<file path="src/rtl/itlb_pkg.sv">
// Package itlb_pkg
// Shared widths, flag bit positions, entry type and page-size decode for the
// four-entry instruction translation buffer. Assumes a 32-bit virtual address,
// a 1 KiB minimum page and a 29-bit physical address space.
package itlb_pkg;
    localparam int unsigned VA_W       = 32;
    localparam int unsigned PAGE_SHIFT = 10;
    localparam int unsigned VPN_W      = VA_W - PAGE_SHIFT;
    localparam int unsigned PPN_W      = 19;
    localparam int unsigned ASID_W     = 8;
    localparam int unsigned FLAG_W     = 9;
    localparam int unsigned ENTRIES    = 4;
    localparam int unsigned IDX_W      = $clog2(ENTRIES);
    localparam int unsigned LRU_W      = ENTRIES * (ENTRIES - 1) / 2;

    localparam int unsigned FB_VALID   = 8;
    localparam int unsigned FB_SZ_HI   = 7;
    localparam int unsigned FB_SZ_LO   = 4;
    localparam int unsigned FB_SHARED  = 1;

    // Flag bits an instruction-side entry keeps from a refill
    localparam logic [FLAG_W-1:0] KEEP_FLAGS = 9'h1DA;

    typedef struct packed {
        logic [VPN_W-1:0]  vpn;
        logic [ASID_W-1:0] asid;
        logic [PPN_W-1:0]  ppn;
        logic [FLAG_W-1:0] flags;
    } entry_t;

    // Page-number compare mask from the two size bits of a flag word
    function automatic logic [VPN_W-1:0] page_mask(input logic [FLAG_W-1:0] f);
        logic [VPN_W-1:0] m;
        case ({f[FB_SZ_HI], f[FB_SZ_LO]})
            2'b00:   m = {VPN_W{1'b1}};
            2'b01:   m = {VPN_W{1'b1}} << 2;
            2'b10:   m = {VPN_W{1'b1}} << 6;
            default: m = {VPN_W{1'b1}} << 10;
        endcase
        return m;
    endfunction
endpackage

</file>
<file path="src/rtl/itlb_lru.sv">
// Module itlb_lru
// Holds the six pairwise recency bits for four entries, applies the fixed
// AND/OR update of the touched entry, and names the oldest entry as victim.
// Assumes at most one touch per cycle; the state changes only through a touch.
module itlb_lru
    import itlb_pkg::*;
(
    input  logic             clk,
    input  logic             rst_n,
    input  logic             touch,
    input  logic [IDX_W-1:0] touch_idx,
    output logic [LRU_W-1:0] state,
    output logic [IDX_W-1:0] victim
);
    logic [LRU_W-1:0] state_next;

    // Next state: mark the touched entry newest against the other three
    always_comb begin
        case (touch_idx)
            2'd0:    state_next = state & 6'h07;
            2'd1:    state_next = (state & 6'h19) | 6'h20;
            2'd2:    state_next = (state & 6'h3E) | 6'h14;
            default: state_next = state | 6'h0B;
        endcase
    end

    // State register, cleared by reset, written only on a touch
    always_ff @(posedge clk) begin
        if (!rst_n)
            state <= '0;
        else if (touch)
            state <= state_next;
    end

    // Victim: first entry in priority order that every other entry is newer than
    always_comb begin
        if ((state & 6'h38) == 6'h38)
            victim = 2'd0;
        else if ((state & 6'h26) == 6'h06)
            victim = 2'd1;
        else if ((state & 6'h15) == 6'h01)
            victim = 2'd2;
        else
            victim = 2'd3;
    end

    // The entry just touched is never the next one replaced
    assert_victim_fresh_R6: assert property (@(posedge clk) disable iff (!rst_n)
        touch |=> (victim != $past(touch_idx)));

    // Without a touch the recency state holds
    assert_state_hold_R8: assert property (@(posedge clk) disable iff (!rst_n)
        !touch |=> $stable(state));
endmodule

</file>
<file path="src/rtl/itlb_store.sv">
// Module itlb_store
// Register file of the four entries. A write lands in one indexed entry and
// keeps only the instruction-side flag subset. Reset invalidates all entries.
module itlb_store
    import itlb_pkg::*;
(
    input  logic                      clk,
    input  logic                      rst_n,
    input  logic                      wr_en,
    input  logic [IDX_W-1:0]          wr_idx,
    input  entry_t                    wr_data,
    output entry_t [ENTRIES-1:0]      entries
);
    // Entry registers: clear on reset, overwrite the indexed entry on a write
    always_ff @(posedge clk) begin
        if (!rst_n) begin
            entries <= '0;
        end else if (wr_en) begin
            for (int i = 0; i < ENTRIES; i++) begin
                if (wr_idx == IDX_W'(i)) begin
                    entries[i].vpn   <= wr_data.vpn;
                    entries[i].asid  <= wr_data.asid;
                    entries[i].ppn   <= wr_data.ppn;
                    entries[i].flags <= wr_data.flags & KEEP_FLAGS;
                end
            end
        end
    end

    logic [FLAG_W-1:0] stray_flags;

    // Collect any held flag bit outside the kept subset
    always_comb begin
        stray_flags = '0;
        for (int i = 0; i < ENTRIES; i++)
            stray_flags = stray_flags | (entries[i].flags & ~KEEP_FLAGS);
    end

    // Stored entries only ever hold the instruction-side flag subset
    assert_flag_subset_R7: assert property (@(posedge clk) disable iff (!rst_n)
        stray_flags == '0);
endmodule

</file>
<file path="src/rtl/itlb_match.sv">
// Module itlb_match
// Parallel compare of one lookup against every entry using per-entry page
// masks and identifier/shared rules, followed by a match count that separates
// single hit from multi-hit. Purely combinational.
module itlb_match
    import itlb_pkg::*;
(
    input  entry_t [ENTRIES-1:0] entries,
    input  logic [VPN_W-1:0]     vpn,
    input  logic [ASID_W-1:0]    asid,
    input  logic                 use_asid,
    output logic                 single,
    output logic                 multi,
    output logic [IDX_W-1:0]     hit_idx
);
    logic [ENTRIES-1:0] hit_vec;

    // One comparator per entry
    for (genvar gi = 0; gi < ENTRIES; gi++) begin : g_cmp
        logic id_ok;
        logic page_ok;
        assign id_ok   = entries[gi].flags[FB_SHARED] | ~use_asid |
                         (entries[gi].asid == asid);
        assign page_ok = ((entries[gi].vpn ^ vpn) & page_mask(entries[gi].flags)) == '0;
        assign hit_vec[gi] = entries[gi].flags[FB_VALID] & id_ok & page_ok;
    end

    logic [IDX_W:0] hit_cnt;

    // Count matches and encode the matching index
    always_comb begin
        hit_cnt = '0;
        hit_idx = '0;
        for (int i = 0; i < ENTRIES; i++) begin
            if (hit_vec[i]) begin
                hit_cnt = hit_cnt + 1'b1;
                hit_idx = IDX_W'(i);
            end
        end
        single = (hit_cnt == 1);
        multi  = (hit_cnt > 1);
    end
endmodule

</file>
<file path="src/rtl/itlb4_lru.sv">
// Module itlb4_lru
// Four-entry fully associative instruction translation buffer. Lookups give a
// registered hit/miss/multi-hit response one cycle later; refills overwrite
// the least recently used entry. Assumes the caller normally never issues a
// refill and a lookup together; if it does, the refill wins.
module itlb4_lru
    import itlb_pkg::*;
(
    input  logic              clk,
    input  logic              rst_n,
    input  logic              lk_valid,
    input  logic [31:0]       lk_addr,
    input  logic [7:0]        lk_asid,
    input  logic              lk_use_asid,
    input  logic              rf_valid,
    input  logic [21:0]       rf_vpn,
    input  logic [7:0]        rf_asid,
    input  logic [18:0]       rf_ppn,
    input  logic [8:0]        rf_flags,
    output logic [1:0]        rf_victim,
    output logic [5:0]        lru_state,
    output logic              rsp_valid,
    output logic              rsp_hit,
    output logic              rsp_miss,
    output logic              rsp_multi,
    output logic [1:0]        rsp_index,
    output logic [31:0]       rsp_paddr,
    output logic [8:0]        rsp_flags
);
    entry_t [ENTRIES-1:0] entries;
    entry_t               wr_data;
    logic                 lk_go;
    logic                 hit_single;
    logic                 hit_multi;
    logic [IDX_W-1:0]     hit_idx;
    logic                 touch;
    logic [IDX_W-1:0]     touch_idx;
    entry_t               hit_e;
    logic [VPN_W-1:0]     hit_mask;
    logic [VPN_W-1:0]     hit_pfn;

    // Refill has priority; a lookup only proceeds alone
    assign lk_go     = lk_valid & ~rf_valid;
    assign touch     = rf_valid | (lk_go & hit_single);
    assign touch_idx = rf_valid ? rf_victim : hit_idx;
    assign wr_data   = '{vpn: rf_vpn, asid: rf_asid, ppn: rf_ppn, flags: rf_flags};

    itlb_store u_store (
        .clk     (clk),
        .rst_n   (rst_n),
        .wr_en   (rf_valid),
        .wr_idx  (rf_victim),
        .wr_data (wr_data),
        .entries (entries)
    );

    itlb_match u_match (
        .entries  (entries),
        .vpn      (lk_addr[VA_W-1:PAGE_SHIFT]),
        .asid     (lk_asid),
        .use_asid (lk_use_asid),
        .single   (hit_single),
        .multi    (hit_multi),
        .hit_idx  (hit_idx)
    );

    itlb_lru u_lru (
        .clk       (clk),
        .rst_n     (rst_n),
        .touch     (touch),
        .touch_idx (touch_idx),
        .state     (lru_state),
        .victim    (rf_victim)
    );

    // Physical address: page from the entry above the page size, offset below
    always_comb begin
        hit_e    = entries[hit_idx];
        hit_mask = page_mask(hit_e.flags);
        hit_pfn  = ({{(VPN_W - PPN_W){1'b0}}, hit_e.ppn} & hit_mask) |
                   (lk_addr[VA_W-1:PAGE_SHIFT] & ~hit_mask);
    end

    // Response register, one cycle after the accepted lookup
    always_ff @(posedge clk) begin
        if (!rst_n) begin
            rsp_valid <= 1'b0;
            rsp_hit   <= 1'b0;
            rsp_miss  <= 1'b0;
            rsp_multi <= 1'b0;
            rsp_index <= '0;
            rsp_paddr <= '0;
            rsp_flags <= '0;
        end else begin
            rsp_valid <= lk_go;
            rsp_hit   <= lk_go & hit_single;
            rsp_miss  <= lk_go & ~hit_single & ~hit_multi;
            rsp_multi <= lk_go & hit_multi;
            if (lk_go && hit_single) begin
                rsp_index <= hit_idx;
                rsp_paddr <= {hit_pfn, lk_addr[PAGE_SHIFT-1:0]};
                rsp_flags <= hit_e.flags;
            end else begin
                rsp_index <= '0;
                rsp_paddr <= '0;
                rsp_flags <= '0;
            end
        end
    end

    // A response carries exactly one outcome
    assert_one_outcome_R10: assert property (@(posedge clk) disable iff (!rst_n)
        rsp_valid |-> ($countones({rsp_hit, rsp_miss, rsp_multi}) == 1));

    // A lookup colliding with a refill yields no response
    assert_refill_wins_R9: assert property (@(posedge clk) disable iff (!rst_n)
        (rf_valid && lk_valid) |=> !rsp_valid);

    // The page offset passes through untranslated
    assert_offset_pass_R3: assert property (@(posedge clk) disable iff (!rst_n)
        rsp_hit |-> (rsp_paddr[PAGE_SHIFT-1:0] == $past(lk_addr[PAGE_SHIFT-1:0])));

    // A hit always comes from a valid entry
    assert_hit_valid_R2: assert property (@(posedge clk) disable iff (!rst_n)
        rsp_hit |-> rsp_flags[FB_VALID]);

    // A lookup without a single match leaves recency untouched
    assert_miss_hold_R8: assert property (@(posedge clk) disable iff (!rst_n)
        (lk_go && !hit_single) |=> $stable(lru_state));
endmodule

</file>
<file path="config.mk">
export PLATFORM = sky130hd
export DESIGN_NAME = itlb4_lru
export DESIGN_NICKNAME = d
export VERILOG_FILES = /design/src/rtl/itlb_pkg.sv /design/src/rtl/itlb_lru.sv /design/src/rtl/itlb_store.sv /design/src/rtl/itlb_match.sv /design/src/rtl/itlb4_lru.sv
export SDC_FILE = /design/constraint.sdc
export NUM_CORES = 1
export LEC_CHECK = 0
export ABC_AREA = 0
export CORE_ASPECT_RATIO = 1.2
export CORE_MARGIN = 2
export CORE_UTILIZATION = 56
export DETAILED_ROUTE_END_ITERATION = 8
export PLACE_DENSITY = 0.86
export SYNTH_ARGS = -nofsm -noshare
export SYNTH_HDL_FRONTEND = slang
export SYNTH_SLANG_ARGS = --single-unit
</file>
<file path="constraint.sdc">
create_clock -name clk -period 5.5 [get_ports clk]
set_input_delay 1.1 -clock clk [delete_from_list [all_inputs] [get_ports clk]]
set_output_delay 1.1 -clock clk [all_outputs]
set_load 0.01 [all_outputs]
</file>
Word-level counts from Yosys, hierarchy flattened
Cells that the tools add are included.
- add/sub/neg operators: 3
- magnitude comparators: 2
- equality and inequality tests: 23
- multiplexer cells: 19
- bitwise operators: 41
- reduce and logical (&&, ||, !) cells: 26
- operator list (cell ; number):
    $pmux 10 s3 ; 5
    $bmux 58 s2 ; 1
    $and 22x22->22 ; 5
    $logic_not 22->1 ; 4
    $xor 22x22->22 ; 4
    $eq 8x8->1 ; 4
    $mux 28 ; 1
    $and 19x22->22 ; 1
    $not 22->22 ; 1
    $or 22x22->22 ; 1
    $pmux 6 s3 ; 1
    $reduce_and 3->1 ; 6
    $eq 2x2->1 const B ; 8
    $eq 2x1->1 const B ; 7
    $logic_not 2->1 ; 7
    $and 1x1->1 ; 13
    $mux 2 ; 5
    $reduce_and 2->1 ; 5
    $mux 3 ; 3
    $or 1x1->1 ; 9
    $not 1->1 ; 7
    $add 3x1->3 const B ; 2
    $eq 3x1->1 const B ; 2
    $reduce_bool 2->1 ; 3
    other kinds (7) ; 9
- register bits after elaboration: 273
- output and inout port bits: 55
- word-level logic and storage cells: 143

Longest topological paths before layout
- depth after elaboration: 16
- gate-level depth with buffers: 17
- mapped depth without buffers: 13

By module
A second synthesis with hierarchy kept.
- cell total of the unflattened synthesis: 1200
- area total of the unflattened synthesis: 12364.4 µm²
- by module, submodules not included (module ; times used ; cells each ; area each (µm²)):
    itlb_store ; 1 ; 787 ; 8300.5
    itlb4_lru ; 1 ; 152 ; 2026.9
    itlb_match ; 1 ; 222 ; 1697.9
    itlb_lru ; 1 ; 39 ; 339.1

Worst setup path after synthesis
Ideal clock, no wire load.
- kind: input-to-reg
- start point: input lk_addr[31]
- end point: register u_lru.state[1]
- arrival time: 4.778 ns
- data required time: 5.421 ns
- setup slack: 0.643 ns
- stages on the path: 14
- buffers on the path: 3
- path through: clkbuf_1 > xor2_1 > nor4_1 > nand4_1 > nor4b_1 > clkbuf_1 > clkbuf_1 > or3_1 > o21ai_0 > ha_1 > or4b_1 > mux2_2 > or4_1 > o211ai_1
- word-level cells in the longest chain between the ends: 15
- elaborated cells between the ends (all ways): 37
- ends and longest elaborated chain (what ; line ; text):
    start: declaration ; itlb4_lru.sv:12 ; input logic [31:0] lk_addr,
    $xor 22x22->22 ; itlb_match.sv:24 ; assign page_ok = ((entries[gi].vpn ^ vpn) & page_mask(entries[gi].flags)) == '0;
    $and 22x22->22 ; itlb_match.sv:24 ;
    $logic_not 22->1 ; itlb_match.sv:24 ;
    $and 1x1->1 ; itlb_match.sv:25 ; assign hit_vec[gi] = entries[gi].flags[FB_VALID] & id_ok & page_ok;
    $mux 1 ; itlb_match.sv:35 ; if (hit_vec[i]) begin
    $add 1x1->2 ; itlb_match.sv:36 ; hit_cnt = hit_cnt + 1'b1;
    $mux 3 ; itlb_match.sv:35 ;
    $add 3x1->3 ; itlb_match.sv:36 ;
    $mux 3 ; itlb_match.sv:35 ;
    $add 3x1->3 ; itlb_match.sv:36 ;
    $mux 3 ; itlb_match.sv:35 ;
    $eq 3x1->1 ; itlb_match.sv:40 ; single = (hit_cnt == 1);
    $and 1x1->1 ; itlb4_lru.sv:44 ; assign touch = rf_valid | (lk_go & hit_single);
    $or 1x1->1 ; itlb4_lru.sv:44 ;
    $reduce_and 3->1 (no line) ; -- ;
    end signal: assignment ; itlb_lru.sv:32 ; state <= state_next;
    end: declaration ; itlb_lru.sv:12 ; output logic [LRU_W-1:0] state,
Parallel ways exist; a longest one is shown, timed or not.
A chain may end at the register's enable or synchronous reset.

Worst setup path in the final report
- start point: input lk_addr[18]
- end point: register u_lru.state[2]
Same word-level chain as after synthesis.

==> flow_summary.toml <==
[status]
status = "finished, final reports clean"

[place]
port_buffers = 148
gp_congestion = 0.9353
dpl-instance-area_sq_mm = 0.01426
place_hpwl_mm = 23.11

[setup_path]
cp_data_arrival_time_ns = 5.27
path_class = "input pin to register"
crit_required_ns = 5.96
crit_slowest_cell = "clkdlybuf4s50_1"
cp_max_fo = 5
cp-start-kind = "input pin"
path_cells = "clkdlybuf4s50_1 -> xnor2_1 -> nand4_1 -> o32ai_1 -> nand3_1 -> ha_1 -> inv_1 -> xnor2_1 -> ha_1 -> or4b_1 -> mux2_2 -> or4_1 -> o211ai_1"
critPathMaxStageDelay_ns = 0.60
end_kind = "register"

[power_and_ir_drop]
leakagePower_nw = 5.141
vdd_drop_max_uv = 265.2
p_per_area_mw_per_mm2 = 268.5

[run]
maxCapViolations = 0

[finish]
drive_above_1_share_pct = 5.639
regArea_sq_mm = 0.005345
area_growth_pct = 19.15
antenna_cells = 0
final_cell_area_sq_mm = 0.01505
multi_input_area_sq_mm = 0.006706
nets = 1763
post-route-util_pct = 67.50
nFillCells = 1761

[clock_network]
hold_buffers = 0
cts_sinks = 267
clock_latency_ns = 0.54
cts_setup_buffers = 0
clkTransAtPathRegs_ns = 0.06
clockRootBuffer = "clkbuf_16"
cts_tree = "built"
cts_buffers = 27
cts_buffer_depth = 3
ctsResizeCount = 0
h-tree-depth = 1

[detailed_routing]
vias = 11260
drt-initial-drc-count = 848
postRouteAntennaNets = 0
vias_per_cell = 5.785
drc = 0
drt-total-wl_mm = 34.76
wl_per_cell_um = 17.86
first_pass_iters = 5

[sta]
finalSetupTns_ns = 0
timing.final.max_slew_violations = 0
relSlewSlack_pct = 31.94
tightest_slew_ns = 1.021
period_share_pct = 87.57
finClkSkew_ns = 0.008721
fin_crit_ns = 4.816
fmax_ghz = 0.2076
finalSetupViolCount = 0
rsz0062_at_grt = "false"
hold_violations = 0

[synth]
synth_largest_area_cell = "dfxtp_1"
synth_common_cells = "nand2_1, dfxtp_1, a21boi_0"
synth.most_common_cell = "nand2_1"
syn_area_per_cell_sq_um = 8.092
ys_seq_area_share_pct = 42.32
synth_top_cell_area_share_pct = 42.32
yosys_warnings = 0
netlist_instances = 1561
synthFlopType = "dfxtp_1"
synth_edf_count = 0
ys_ff_latch = 267
synthArstFlopShare_pct = 0
ys_types = 67
syn_area_sq_mm = 0.01263
ys_top_cells_by_area = "dfxtp_1, nand2_1, a21boi_0"

[grt]
grt_start_max_net_pins = 127
first_global_vias = 10880
overflow = 0
grt_pass1_wl_mm = 55.11
antenna_found_initial = 1
grtUsageTotal_pct = 28.59

[floorplan]
core_sq_mm = 0.02230
die-area_sq_mm = 0.02378
fp.dieW_um = 141.1
die_h_um = 168.5
num_rows = 60
start_util_pct = 56.65
io_pins = 158

[worst_hold_path]
hold_class = "register to register"
-- cell type report --
| type | count | area share (%) |
|---|---|---|
| clock inverters | 5 | 0.2162 |
| well taps | 279 | 2.320 |
| flip-flops and latches | 267 | 35.52 |
| multi-input cells | 1144 | 44.56 |
| repair buffers | 181 | 11.56 |
| inverters | 32 | 0.7981 |
| clock buffers | 38 | 5.030 |
-- metal layers --
metal  track usage, %  routed length (um)
met2            51.92               17480
met4            11.43                1368
met1            33.55               13370
met5                0                  12
met3            4.526                2531
-- through the flow --
stage	hold WS (ns)	setup WS [ns]	std cells	total power [mW]
floorplan	0.4403	0.6429	1566	2.229
global placement	0.4497	0.3109	1903	2.384
detailed placement	0.4574	0.2338	1903	2.392
CTS	0.4656	0.7830	1946	4.050
global route	0.4927	0.5587	1946	4.162
finish	0.4651	0.6836	1946	4.040
-- power breakdown --
group          internal [mW]  switching (mW)  total, mW
sequential              1.97          0.0240       1.99
clock                  0.948           0.735       1.68
combinational          0.163           0.199      0.362
total                   3.08           0.958       4.04
-- final timing paths --
path | startpoint | endpoint | slack [ns] | depth (start not counted)
setup reg to reg | u_store.entries[46] | u_lru.state[2] | 1.56 | 12
hold reg to reg | u_store.entries[134] | u_store.entries[134] | 0.47 | 2
setup / recovery | lk_addr[18] | u_lru.state[2] | 0.68 | 13
hold / removal | u_store.entries[134] | u_store.entries[134] | 0.47 | 2
-- critical path, delay by kind of cell --
kind | cells | cell delay [ns]
and+or+nand+nor | 4 | 1.40
buffers and inverters | 2 | 0.67
adders and majority gates | 2 | 0.64
AOI/OAI and AO/OA | 2 | 0.63
xor gates and xnor gates | 2 | 0.50
muxes | 1 | 0.32
-- cell usage in the layout (no fill, tap or decap), types with 9 or more instances in the layout --
cell / synthesis / final
xor2_1: 44 / 44
nor4_1: 22 / 22
xnor2_1: 78 / 77
o21ai_0: 14 / 14
inv_1: 31 / 31
nor3_1: 29 / 29
nand3_1: 23 / 22
clkbuf_16: 0 / 27
nand4_1: 27 / 27
clkdlybuf4s50_1: 0 / 147
o211ai_1: 9 / 9
nand2_1: 479 / 478
dfxtp_1: 267 / 267
a21oi_1: 24 / 23
a21boi_0: 221 / 221
a211oi_1: 18 / 18
buf_4: 7 / 33
nor2_1: 43 / 40
-- state kept, by name, indices dropped and copies added (netlist names) --
name             count
rsp_flags            6
rsp_hit              1
rsp_index            2
rsp_miss             1
rsp_multi            1
rsp_paddr           29
rsp_valid            1
u_lru.state          6
u_store.entries    220
-- logic make-up (layout without fill, tap and decap cells) --
logic type,after synthesis,count (layout),synth area share [%]
flip-flops,267,267,42.32
adder cells (fa/ha/maj),7,7,0.6934
AND/OR/NAND/NOR,673,673,23.15
XOR/XNOR,122,122,8.460
AO/OA/AOI/OAI,328,328,19.53
multiplexers,8,8,0.6439
buffers and inverters,155,256,5.171
other,1,6,0.02969
No activity file was read; power rests on OpenSTA's default activity.
